## src/rtl/crs_trim_pkg.sv

```systemverilog
package crs_trim_pkg;
  typedef enum logic [1:0] {
    CLS_OK   = 2'd0,
    CLS_WARN = 2'd1,
    CLS_BIG  = 2'd2
  } err_class_e;

  localparam int NFLAG   = 6;
  localparam int FL_OK   = 0;
  localparam int FL_WARN = 1;
  localparam int FL_EXP  = 2;
  localparam int FL_SERR = 3;
  localparam int FL_MISS = 4;
  localparam int FL_OVF  = 5;
endpackage

```

## src/rtl/crs_err_counter.sv

```systemverilog
module crs_err_counter #(
  parameter int CNT_W = 16,
  parameter int LIM_W = 8
) (
  input  logic                 clk_i,
  input  logic                 rst_ni,
  input  logic                 sync_i,
  input  logic [CNT_W-1:0]     reload_i,
  input  logic [LIM_W+6:0]     lim128_i,
  output logic [CNT_W-1:0]     cnt_o,
  output logic                 down_o,
  output logic                 armed_o,
  output logic                 exp_evt_o,
  output logic                 miss_evt_o
);
  localparam int CW = ((CNT_W > LIM_W + 7) ? CNT_W : LIM_W + 7) + 1;

  logic [CNT_W-1:0] cnt_q;
  logic             down_q, halted_q, armed_q;
  logic             at_lim;

  assign at_lim     = CW'(cnt_q) >= CW'(lim128_i);
  assign exp_evt_o  = armed_q && !sync_i && !halted_q && down_q && (cnt_q == '0);
  assign miss_evt_o = armed_q && !sync_i && !halted_q && !down_q && at_lim;

  always_ff @(posedge clk_i or negedge rst_ni) begin
    if (!rst_ni) begin
      cnt_q    <= '0;
      down_q   <= 1'b0;
      halted_q <= 1'b0;
      armed_q  <= 1'b0;
    end else if (sync_i) begin
      cnt_q    <= reload_i;
      down_q   <= 1'b1;
      halted_q <= 1'b0;
      armed_q  <= 1'b1;
    end else if (armed_q && !halted_q) begin
      if (down_q) begin
        if (cnt_q == '0) begin
          down_q <= 1'b0;
          cnt_q  <= CNT_W'(1);
        end else begin
          cnt_q <= cnt_q - CNT_W'(1);
        end
      end else if (at_lim) begin
        halted_q <= 1'b1;
      end else begin
        cnt_q <= cnt_q + CNT_W'(1);
      end
    end
  end

  assign cnt_o   = cnt_q;
  assign down_o  = down_q;
  assign armed_o = armed_q;

  // a halted counter keeps its value until SYNC
  a_r7_halt_frozen: assert property (@(posedge clk_i) disable iff (!rst_ni)
    (halted_q && !sync_i) |=> $stable(cnt_q));
  // reaching zero turns the counter upward
  a_r5_exp_turns_up: assert property (@(posedge clk_i) disable iff (!rst_ni)
    exp_evt_o |=> !down_q);
endmodule

```

## src/rtl/crs_classifier.sv

```systemverilog
module crs_classifier
  import crs_trim_pkg::*;
#(
  parameter int CNT_W = 16,
  parameter int LIM_W = 8
) (
  input  logic [CNT_W-1:0] cnt_i,
  input  logic [LIM_W-1:0] limit_i,
  output logic [LIM_W+6:0] lim128_o,
  output err_class_e       cls_o,
  output logic [1:0]       step_o
);
  localparam int CW = ((CNT_W > LIM_W + 7) ? CNT_W : LIM_W + 7) + 1;

  logic [CW-1:0] cnt_w, lim3_w, lim128_w;

  assign cnt_w    = CW'(cnt_i);
  assign lim3_w   = CW'(limit_i) + CW'({limit_i, 1'b0});
  assign lim128_w = CW'({limit_i, 7'b0});
  assign lim128_o = {limit_i, 7'b0};

  always_comb begin
    if (cnt_w < lim3_w) begin
      cls_o  = CLS_OK;
      step_o = (cnt_i != '0) ? 2'd1 : 2'd0;
    end else if (cnt_w < lim128_w) begin
      cls_o  = CLS_WARN;
      step_o = 2'd2;
    end else begin
      cls_o  = CLS_BIG;
      step_o = 2'd0;
    end
  end
endmodule

```

## src/rtl/crs_trim_unit.sv

```systemverilog
module crs_trim_unit #(
  parameter int TRIM_W   = 7,
  parameter int TRIM_RST = 64
) (
  input  logic              clk_i,
  input  logic              rst_ni,
  input  logic              upd_i,
  input  logic              raise_i,
  input  logic [1:0]        step_i,
  output logic [TRIM_W-1:0] trim_o,
  output logic              ovf_o
);
  logic [TRIM_W-1:0] trim_q, trim_d;
  logic [TRIM_W:0]   sum_w;
  logic              over, under;

  assign sum_w = {1'b0, trim_q} + {{(TRIM_W-1){1'b0}}, step_i};
  assign over  = sum_w[TRIM_W];
  assign under = trim_q < TRIM_W'(step_i);

  always_comb begin
    if (raise_i) trim_d = over  ? '1 : sum_w[TRIM_W-1:0];
    else         trim_d = under ? '0 : trim_q - TRIM_W'(step_i);
  end

  assign ovf_o = upd_i && (raise_i ? over : under);

  always_ff @(posedge clk_i or negedge rst_ni) begin
    if (!rst_ni)    trim_q <= TRIM_W'(TRIM_RST);
    else if (upd_i) trim_q <= trim_d;
  end

  assign trim_o = trim_q;

  // trim only moves on an update request
  a_r11_hold_idle: assert property (@(posedge clk_i) disable iff (!rst_ni)
    !upd_i |=> $stable(trim_q));
  // no update moves the trim by more than two codes
  a_r8_step_bound: assert property (@(posedge clk_i) disable iff (!rst_ni)
    1'b1 |=> ((int'($past(trim_q)) + 2 >= int'(trim_q)) &&
              (int'(trim_q) + 2 >= int'($past(trim_q)))));
endmodule

```

## src/rtl/crs_flag_bank.sv

```systemverilog
module crs_flag_bank #(
  parameter int N = 6
) (
  input  logic         clk_i,
  input  logic         rst_ni,
  input  logic [N-1:0] set_i,
  input  logic [N-1:0] clr_i,
  output logic [N-1:0] flag_o
);
  for (genvar i = 0; i < N; i++) begin : g_flag
    logic flag_q;
    always_ff @(posedge clk_i or negedge rst_ni) begin
      if (!rst_ni)       flag_q <= 1'b0;
      else if (set_i[i]) flag_q <= 1'b1;
      else if (clr_i[i]) flag_q <= 1'b0;
    end
    assign flag_o[i] = flag_q;

    // flags hold until cleared
    a_r9_sticky: assert property (@(posedge clk_i) disable iff (!rst_ni)
      (flag_q && !clr_i[i]) |=> flag_q);
  end
endmodule

```

## src/rtl/clk_recovery_trimmer.sv

```systemverilog
module clk_recovery_trimmer
  import crs_trim_pkg::*;
#(
  parameter int CNT_W    = 16,
  parameter int LIM_W    = 8,
  parameter int TRIM_W   = 7,
  parameter int TRIM_RST = 64
) (
  input  logic              clk_i,
  input  logic              rst_ni,
  input  logic              sync_i,
  input  logic [CNT_W-1:0]  reload_i,
  input  logic [LIM_W-1:0]  limit_i,
  input  logic              auto_trim_i,
  input  logic              ok_ie_i,
  input  logic              warn_ie_i,
  input  logic              exp_ie_i,
  input  logic              err_ie_i,
  input  logic              ok_clr_i,
  input  logic              warn_clr_i,
  input  logic              exp_clr_i,
  input  logic              err_clr_i,
  output logic [TRIM_W-1:0] trim_o,
  output logic              ok_flag_o,
  output logic              warn_flag_o,
  output logic              exp_flag_o,
  output logic              err_flag_o,
  output logic              sync_err_o,
  output logic              sync_miss_o,
  output logic              trim_ovf_o,
  output logic [CNT_W-1:0]  err_cap_o,
  output logic              err_dir_o,
  output logic              irq_o
);
  logic [CNT_W-1:0] cnt;
  logic [LIM_W+6:0] lim128;
  logic             down, armed, exp_evt, miss_evt;
  err_class_e       cls;
  logic [1:0]       step;
  logic             meas, upd, ovf_evt;
  logic [NFLAG-1:0] set_vec, clr_vec, flags, ie_vec;
  logic [CNT_W-1:0] cap_q;
  logic             dir_q;

  crs_err_counter #(.CNT_W(CNT_W), .LIM_W(LIM_W)) u_cnt (
    .clk_i, .rst_ni, .sync_i, .reload_i,
    .lim128_i  (lim128),
    .cnt_o     (cnt),
    .down_o    (down),
    .armed_o   (armed),
    .exp_evt_o (exp_evt),
    .miss_evt_o(miss_evt)
  );

  crs_classifier #(.CNT_W(CNT_W), .LIM_W(LIM_W)) u_cls (
    .cnt_i   (cnt),
    .limit_i,
    .lim128_o(lim128),
    .cls_o   (cls),
    .step_o  (step)
  );

  // a SYNC only measures once the counter has been started
  assign meas = sync_i && armed;
  assign upd  = meas && auto_trim_i && (cls != CLS_BIG) && (step != 2'd0);

  crs_trim_unit #(.TRIM_W(TRIM_W), .TRIM_RST(TRIM_RST)) u_trim (
    .clk_i, .rst_ni,
    .upd_i  (upd),
    .raise_i(down),
    .step_i (step),
    .trim_o,
    .ovf_o  (ovf_evt)
  );

  always_comb begin
    set_vec          = '0;
    set_vec[FL_OK]   = meas && (cls == CLS_OK);
    set_vec[FL_WARN] = meas && (cls == CLS_WARN);
    set_vec[FL_EXP]  = exp_evt;
    set_vec[FL_SERR] = meas && (cls == CLS_BIG) && down;
    set_vec[FL_MISS] = (meas && (cls == CLS_BIG) && !down) || miss_evt;
    set_vec[FL_OVF]  = ovf_evt;
    clr_vec          = '0;
    clr_vec[FL_OK]   = ok_clr_i;
    clr_vec[FL_WARN] = warn_clr_i;
    clr_vec[FL_EXP]  = exp_clr_i;
    clr_vec[FL_SERR] = err_clr_i;
    clr_vec[FL_MISS] = err_clr_i;
    clr_vec[FL_OVF]  = err_clr_i;
    ie_vec           = '0;
    ie_vec[FL_OK]    = ok_ie_i;
    ie_vec[FL_WARN]  = warn_ie_i;
    ie_vec[FL_EXP]   = exp_ie_i;
    ie_vec[FL_SERR]  = err_ie_i;
    ie_vec[FL_MISS]  = err_ie_i;
    ie_vec[FL_OVF]   = err_ie_i;
  end

  crs_flag_bank #(.N(NFLAG)) u_flags (
    .clk_i, .rst_ni,
    .set_i (set_vec),
    .clr_i (clr_vec),
    .flag_o(flags)
  );

  always_ff @(posedge clk_i or negedge rst_ni) begin
    if (!rst_ni) begin
      cap_q <= '0;
      dir_q <= 1'b0;
    end else if (meas) begin
      cap_q <= cnt;
      dir_q <= down;
    end
  end

  assign ok_flag_o   = flags[FL_OK];
  assign warn_flag_o = flags[FL_WARN];
  assign exp_flag_o  = flags[FL_EXP];
  assign sync_err_o  = flags[FL_SERR];
  assign sync_miss_o = flags[FL_MISS];
  assign trim_ovf_o  = flags[FL_OVF];
  assign err_flag_o  = flags[FL_SERR] | flags[FL_MISS] | flags[FL_OVF];
  assign err_cap_o   = cap_q;
  assign err_dir_o   = dir_q;
  assign irq_o       = |(flags & ie_vec);

  // early SYNC error only from a SYNC taken while counting down
  a_r6_serr_source: assert property (@(posedge clk_i) disable iff (!rst_ni)
    $rose(sync_err_o) |-> ($past(sync_i) && $past(down)));
  // the starting SYNC raises no class flag
  a_r1_unarmed_quiet: assert property (@(posedge clk_i) disable iff (!rst_ni)
    (sync_i && !armed) |=> (!$rose(ok_flag_o) && !$rose(warn_flag_o)));
  // capture only changes on a SYNC
  a_r2_cap_on_sync: assert property (@(posedge clk_i) disable iff (!rst_ni)
    !sync_i |=> $stable(err_cap_o));
endmodule

```

## config.mk

```make
export PLATFORM = sky130hd
export DESIGN_NAME = clk_recovery_trimmer
export DESIGN_NICKNAME = d
export VERILOG_FILES = /design/src/rtl/crs_trim_pkg.sv /design/src/rtl/crs_err_counter.sv /design/src/rtl/crs_classifier.sv /design/src/rtl/crs_trim_unit.sv /design/src/rtl/crs_flag_bank.sv /design/src/rtl/clk_recovery_trimmer.sv
export SDC_FILE = /design/constraint.sdc
export NUM_CORES = 1
export LEC_CHECK = 0
export ABC_AREA = 0
export BUFFER_PORTS_ARGS = -buffer_cell sky130_fd_sc_hd__buf_4
export CAP_MARGIN = 20
export CORE_MARGIN = 10
export CORE_UTILIZATION = 30
export CTS_CLUSTER_SIZE = 20
export DETAILED_ROUTE_END_ITERATION = 16
export MAX_ROUTING_LAYER = met4
export SLEW_MARGIN = 0
export SYNTH_ARGS = -nofsm -noshare
export SYNTH_HDL_FRONTEND = slang
export SYNTH_SLANG_ARGS = --single-unit
```

## constraint.sdc

```tcl
create_clock -name clk_i -period 4.4 [get_ports clk_i]
set_input_delay 0.44 -clock clk_i [delete_from_list [all_inputs] [get_ports clk_i]]
set_output_delay 0.44 -clock clk_i [all_outputs]
set_load 0.1 [all_outputs]
```

## Yosys cells after proc, flatten, opt, wreduce, memory -nomap -nowiden

Index checks and enable logic that the tools add are counted.

- Register bits after elaboration: 49
- Input port bits: 36
- Output and inout bits: 32
- Logic and storage cells: 98

- Add/sub/neg operators: 5
- Order comparisons: 4
- Equality and inequality tests: 5
- Mux-type cells: 32
- Bitwise operators: 3
- Reduce and logical (&&, ||, !) cells: 36

Operator list:

| operator | number |
|---|---|
| $mux 16 | 5 |
| $mux 7 | 3 |
| $mux 1 | 20 |
| $reduce_bool 2->1 | 9 |
| $logic_and 1x1->1 | 17 |
| $lt 16x17->1 | 1 |
| $add 16x1->16 const B | 1 |
| $ge 16x15->1 | 1 |
| $logic_not 16->1 | 1 |
| $lt 16x15->1 | 1 |
| $reduce_bool 16->1 | 1 |
| $sub 16x1->16 const B | 1 |
| $add 8x9->10 | 1 |
| $add 7x2->8 | 1 |
| $mux 2 | 4 |
| $lt 7x2->1 | 1 |
| $sub 7x2->7 | 1 |
| $and 6x6->6 | 1 |
| $reduce_or 6->1 | 1 |
| $ne 2x2->1 const B | 2 |
| $logic_not 1->1 | 3 |
| $ne 3x2->1 const B | 1 |
| $reduce_and 3->1 | 1 |
| $eq 2x1->1 const B | 1 |
| other kinds (5) | 6 |

## Longest topological paths before layout

- Depth in word-level cells: 8
- Depth in mapped cells: 24
- Gate-level depth less buffers: 23

## Cells and area by module

A second synthesis with hierarchy kept.

- Cell total of the unflattened synthesis: 538
- Area, all modules: 4668.2 sq um

Modules (own cells, without submodules):

| module | instances | cells each | area an instance (sq um) | sequential area each (sq um) |
|---|---|---|---|---|
| crs_err_counter | 1 | 277 | 2122.0 | 475.5 |
| crs_classifier | 1 | 107 | 838.3 | 0.0 |
| crs_trim_unit | 1 | 82 | 734.5 | 176.4 |
| clk_recovery_trimmer | 1 | 48 | 710.7 | 425.4 |
| crs_flag_bank | 1 | 24 | 262.8 | 150.1 |

## Worst setup path before layout

Ideal clock, no wire load.

- Kind: input port to flip-flop
- Start point: input limit_i[0]
- End point: register u_trim.trim_q[2] (netlist: u_trim.trim_o[2])
- Setup time: 122 ps
- Arrival time: 5061 ps
- Data required time: 4278 ps
- Slack: -784 ps
- Stages: 22
- Path buffers: 1
- Path through: ha_1 > fa_1 > a21o_1 > a21oi_1 > nor2b_1 > o21ai_0 > nand2b_1 > xnor2_1 > ha_1 > and4_1 > a21oi_1 > a21boi_0 > or2_2 > clkbuf_1 > nand2b_1 > ha_1 > nand2b_1 > nand3_1 > o31ai_1 > o21ai_0 > or3_1 > a22o_1

- Longest elaborated chain between the ends: 6
- Elaborated cells between the ends (all ways): 17
- Classes of those cells: add/sub: 3; order compare: 3; eq/ne: 1; mux: 7; reduce/logical: 3

RTL lines:

| item | line | source |
|---|---|---|
| start, declared | clk_recovery_trimmer.sv:13 | `input logic [LIM_W-1:0] limit_i,` |
| $add 8x9->10 / $lt 16x15->1 (equally long branches) | crs_classifier.sv:18, crs_classifier.sv:26 |  |
| $lt 16x17->1 / $mux 2 (equally long branches) | crs_classifier.sv:23, crs_classifier.sv:26 |  |
| $mux 2 | crs_classifier.sv:23 | `if (cnt_w < lim3_w) begin` |
| $sub 7x2->7, or another cell as far along | crs_trim_unit.sv:23 | `else trim_d = under ? '0 : trim_q - TRIM_W'(step_i);` |
| $mux 7, or another cell as far along | crs_trim_unit.sv:23 |  |
| $mux 7 / $logic_and 1x1->1 (equally long branches) | crs_trim_unit.sv:22, clk_recovery_trimmer.sv:65 |  |
| end signal, assigned | crs_trim_unit.sv:29 | `if (!rst_ni) trim_q <= TRIM_W'(TRIM_RST);` |
| end signal, assigned | crs_trim_unit.sv:30 | `else if (upd_i) trim_q <= trim_d;` |
| end, declared | crs_trim_unit.sv:13 | `logic [TRIM_W-1:0] trim_q, trim_d;` |

Several ways; a longest one is shown, not always the timed one.
A chain may end at the register's enable or synchronous reset.

## Final worst setup path

- Start point: input limit_i[1]
- End point: register u_trim.trim_q[6] (netlist: u_trim.trim_o[6])

Same word-level chain as after synthesis.

==> summary.txt <==
Final layout
  • Fillers: 1,352
  • Area used by multi-input combinational logic: 0.00280 mm^2
  • Sequential cell area: 0.00123 mm^2
  • Count of inserted antenna diode cells: 0
  • Synthesis-to-layout area growth: 32.0%
  • Proportion of layout cells with a drive suffix above 1: 33.2%
  • Nets@finish: 624

Floorplan
  • I/O Pins: 68
  • Area of the die: 0.0186 mm^2
  • Rows: 42
  • Die Ht: 136 um
  • Placeable core area: 0.0132 mm^2
  • Initial standard-cell utilization of the core: 30.7%
  • Horizontal extent of the die: 136 um

Pwr
  • Power density over cell area: 370 mW/mm^2
  • Maximum vdd drop: 0.000160 V
  • Final Total Pwr: 1.99 mW
  • Leakage: 2.34 nW

STA
  • Achievable clock frequency: 222 MHz
  • Setup slack of the critical path after layout: -0.101 ns
  • RSZ-0062 raised after global routing: yes
  • Clock period minus worst slack: 4.50 ns
  • Headroom to the max-slew limit: 42.3%
  • Setup Skew: 0.00845 ns
  • Final critical-path share of the clock period: 102%
  • Number of endpoints failing setup at the final stage: 2
  • Worst-margin pin slew: 0.864 ns
  • Fin. max-slew vios: 0
  • Number of failing hold endpoints at the final stage: 0

Synthesis
  • Net count after synthesis: 533
  • Biggest area contributors in the synthesized netlist: dfrtp_1 30%, ha_1 10%, o21ai_0 4.2%, mux2_2 3.3%, nand2_1 3.1%
  • Most frequent cells after synthesis: 48 x dfrtp_1, 34 x nand2_1, 34 x o21ai_0
  • Fraction of the yosys area taken by sequential cells: 30.2%
  • Gate Count Post-Synth: 461
  • Share of async-settable or async-resettable flops after synthesis: 100%
  • EDFF count, synth: 0
  • Netlist area before placement: 0.00406 mm^2
  • Count of unique library cells instantiated by Yosys: 77
  • Post-synthesis area per instance: 8.81 um^2
  • Leading area contributor after synthesis: dfrtp_1
  • Yosys top cell area share: 29.6%
  • Top_reg_cell synth: dfrtp_1
  • Flop and latch count out of synthesis: 49
  • Count of yosys warnings during synthesis: 0
  • Most frequent cell after synthesis: dfrtp_1

Clocking
  • Skew-Pair Late Insertion Delay: 0.30 ns
  • CTS H-tree lvls: 2
  • Max clock buf depth: 2
  • Clock buffer count from CTS: 5
  • Root buffer selected by CTS: clkbuf_16
  • Hold Buf Count CTS: 0
  • Num Clock Sinks: 49
  • TritonCTS clock tree: done
  • Clk slew on worst S/H paths: 0.07 ns

Worst setup path
  • Worst EP arrival: 4.73 ns
  • Gate family responsible for the most delay along the worst path: simple AND/OR/NAND/NOR gates
  • Category of the worst setup path capture point: flop
  • Largest stage delay on the critical path: 0.42 ns
  • Cell Chain, Critical Path: buf_8, ha_4, fa_2, a21o_1, a21oi_2, nor2b_1, o21ai_1, nand2b_1, xnor2_1, ha_1, and4_1, o2111a_1, a211o_4, or2_4, nor2_4, ha_4, inv_2, fa_2, or3_4, nor3_4, xnor2_2, o21bai_1, a31oi_1, a21oi_1
  • Crit Path Category: input port to flop
  • Critical path peak fanout: 4
  • Cell at the slowest stage of the critical path: or3_4
  • CP Launch Type: input port
  • Critical path depth: 24
  • Crit path buffers/inverters: 2
  • Worst R2R Path Depth: 15
  • Data required time of the worst path: 4.63 ns

Routing
  • Average vias per placed instance: 5.34
  • Starting DRT DRC Count: 416
  • Post-detailed-route wirelength per cell: 17.8 um
  • DRC violation count after routing: 0
  • Final WL: 13,000 um
  • Remaining antenna violation count after routing: 0
  • Via count: 3,890
  • Number of detailed-routing iterations run before antenna repair: 5

Placement
  • Last weighted congestion value of the routability-driven placer: 0.927
  • Number of input and output port buffers inserted: 67
  • Half-perimeter wire length after detailed placement: 9500 um
  • Pre-CTS setup slack: -0.500 ns

GRT
  • Wire length of the first global-routing pass: 20,700 um
  • Initial antenna violation count: 0
  • Maximum number of pins on one net before global-route repair: 50
  • GRT Resource Usage Total: 14.0%
  • Aggregate global routing overflow: 0
  • Number of global-route vias before repair: 3,993

Worst hold path
  • Worst hold path type: input port to asynchronous set/reset pin

Outcome
  • Result of the run: complete, but fails checks
  • Violations in the final reports: negative setup slack

Job
  • Max-cap violations: 0
==> stage by stage <==
stage          instance area (um^2)  TNS (ns)  utilization, %  hold WS [ns]  cells
2_1_floorplan                  4150    -0.603               -         0.144    461
3_3_place_gp                   4960     -1.72            37.5         0.465    708
3_5_place_dp                   4960     -2.80            37.5         0.475    708
4_1_cts                        5230    -0.121            39.5         0.202    725
5_1_grt                        5360     -1.34            40.5         0.238    728
6_report                       5360    -0.181            40.5         0.177    728
==> kinds of logic after synthesis <==
logic type | after synthesis | synth area share (%)
xor+xnor | 20 | 4.31
simple gates | 147 | 19.8
flops | 49 | 30.2
fa+ha+maj | 36 | 11.6
compound gates | 134 | 23.1
buf+inv | 57 | 5.82
mux | 18 | 5.05
==> path summary, 6_finish.rpt <==
path                                            start                                   end  slack (ns)
max                                        limit_i[1]          u_trim.trim_o[6]$_DFFE_PN1P_       -0.10
max in group asynchronous                      rst_ni              err_cap_o[4]$_DFFE_PN0P_        3.77
min reg2reg                  err_cap_o[0]$_DFFE_PN0P_              err_cap_o[0]$_DFFE_PN0P_        0.48
min                                            rst_ni          u_trim.trim_o[1]$_DFFE_PN0P_        0.18
max reg2reg                u_cnt.cnt_o[5]$_DFFE_PN0P_          u_trim.trim_o[6]$_DFFE_PN1P_        0.75
min in group clk_i                         warn_clr_i  u_flags.g_flag[1].flag_q$_DFFE_PN0P_        0.32
==> layer usage <==
layer  up-vias  part of all wire, %  global-route usage [%]
met2        94                   50                    23.6
met4         0                  1.6                    3.91
met5         -                    0                       -
met3        14                  4.4                    2.47
li1       1884                    -                       -
met1      1898                   44                    16.8
==> report_power, final <==
part / total [mW] / switching, mW / leakage, nW / internal, mW
combinational: 0.972 / 0.618 / 1.68 / 0.355
clock: 0.411 / 0.187 / 0.0690 / 0.224
sequential: 0.602 / 0.0983 / 0.589 / 0.504
total: 1.99 / 0.903 / 2.34 / 1.08
==> layout make-up <==
class                           count  share of cell area [%]
Multi-Input combinational cell    355                    52.3
Timing Repair Buffer              109                    15.7
Inverter                           32                    2.24
Clock inverter                      1                   0.140
Clock buffer                        6                    2.59
Sequential cell                    49                    22.9
Tap cell                          176                    4.11
==> repair_timing <==
item | CTS | global route
pin swaps | 20 | 6
resized for setup | 9 | 26
setup buffers | 10 | 3
endpoints found under the setup margin | 3 | 8
==> registers in the layout (all words and copies together) (netlist names) <==
name and flops:
u_cnt.cnt_o 16, u_trim.trim_o 7, u_cnt.down_o 1, err_dir_o 1, err_cap_o 16, u_flags.g_flag.flag_q 6, u_cnt.armed_o 1, u_cnt.halted_q 1
==> worst register-to-register path, cell delays in order (launching register included) <==
cell	delay, ns
dfrtp_1	0.61
ha_1	0.31
and4_1	0.22
o2111a_1	0.13
a211o_4	0.35
or2_4	0.27
nor2_4	0.13
ha_4	0.14
inv_2	0.04
fa_2	0.33
or3_4	0.42
nor3_4	0.16
xnor2_2	0.09
o21bai_1	0.14
a31oi_1	0.10
a21oi_1	0.15
==> cell usage in the layout (no fill, tap or decap), drive strengths merged, types with 6 or more instances in the layout <==
master	n
a21oi	16
a31oi	12
and3	6
buf	109
clkbuf	6
dfrtp	48
ha	33
inv	30
mux2	14
nand2	35
nand2b	7
nand3	12
nand4	8
nor2	28
nor2b	8
nor3	13
o21ai	39
o22ai	12
or3	6
xnor2	12
xor2	8
No activity file was read; power rests on OpenSTA's default activity.
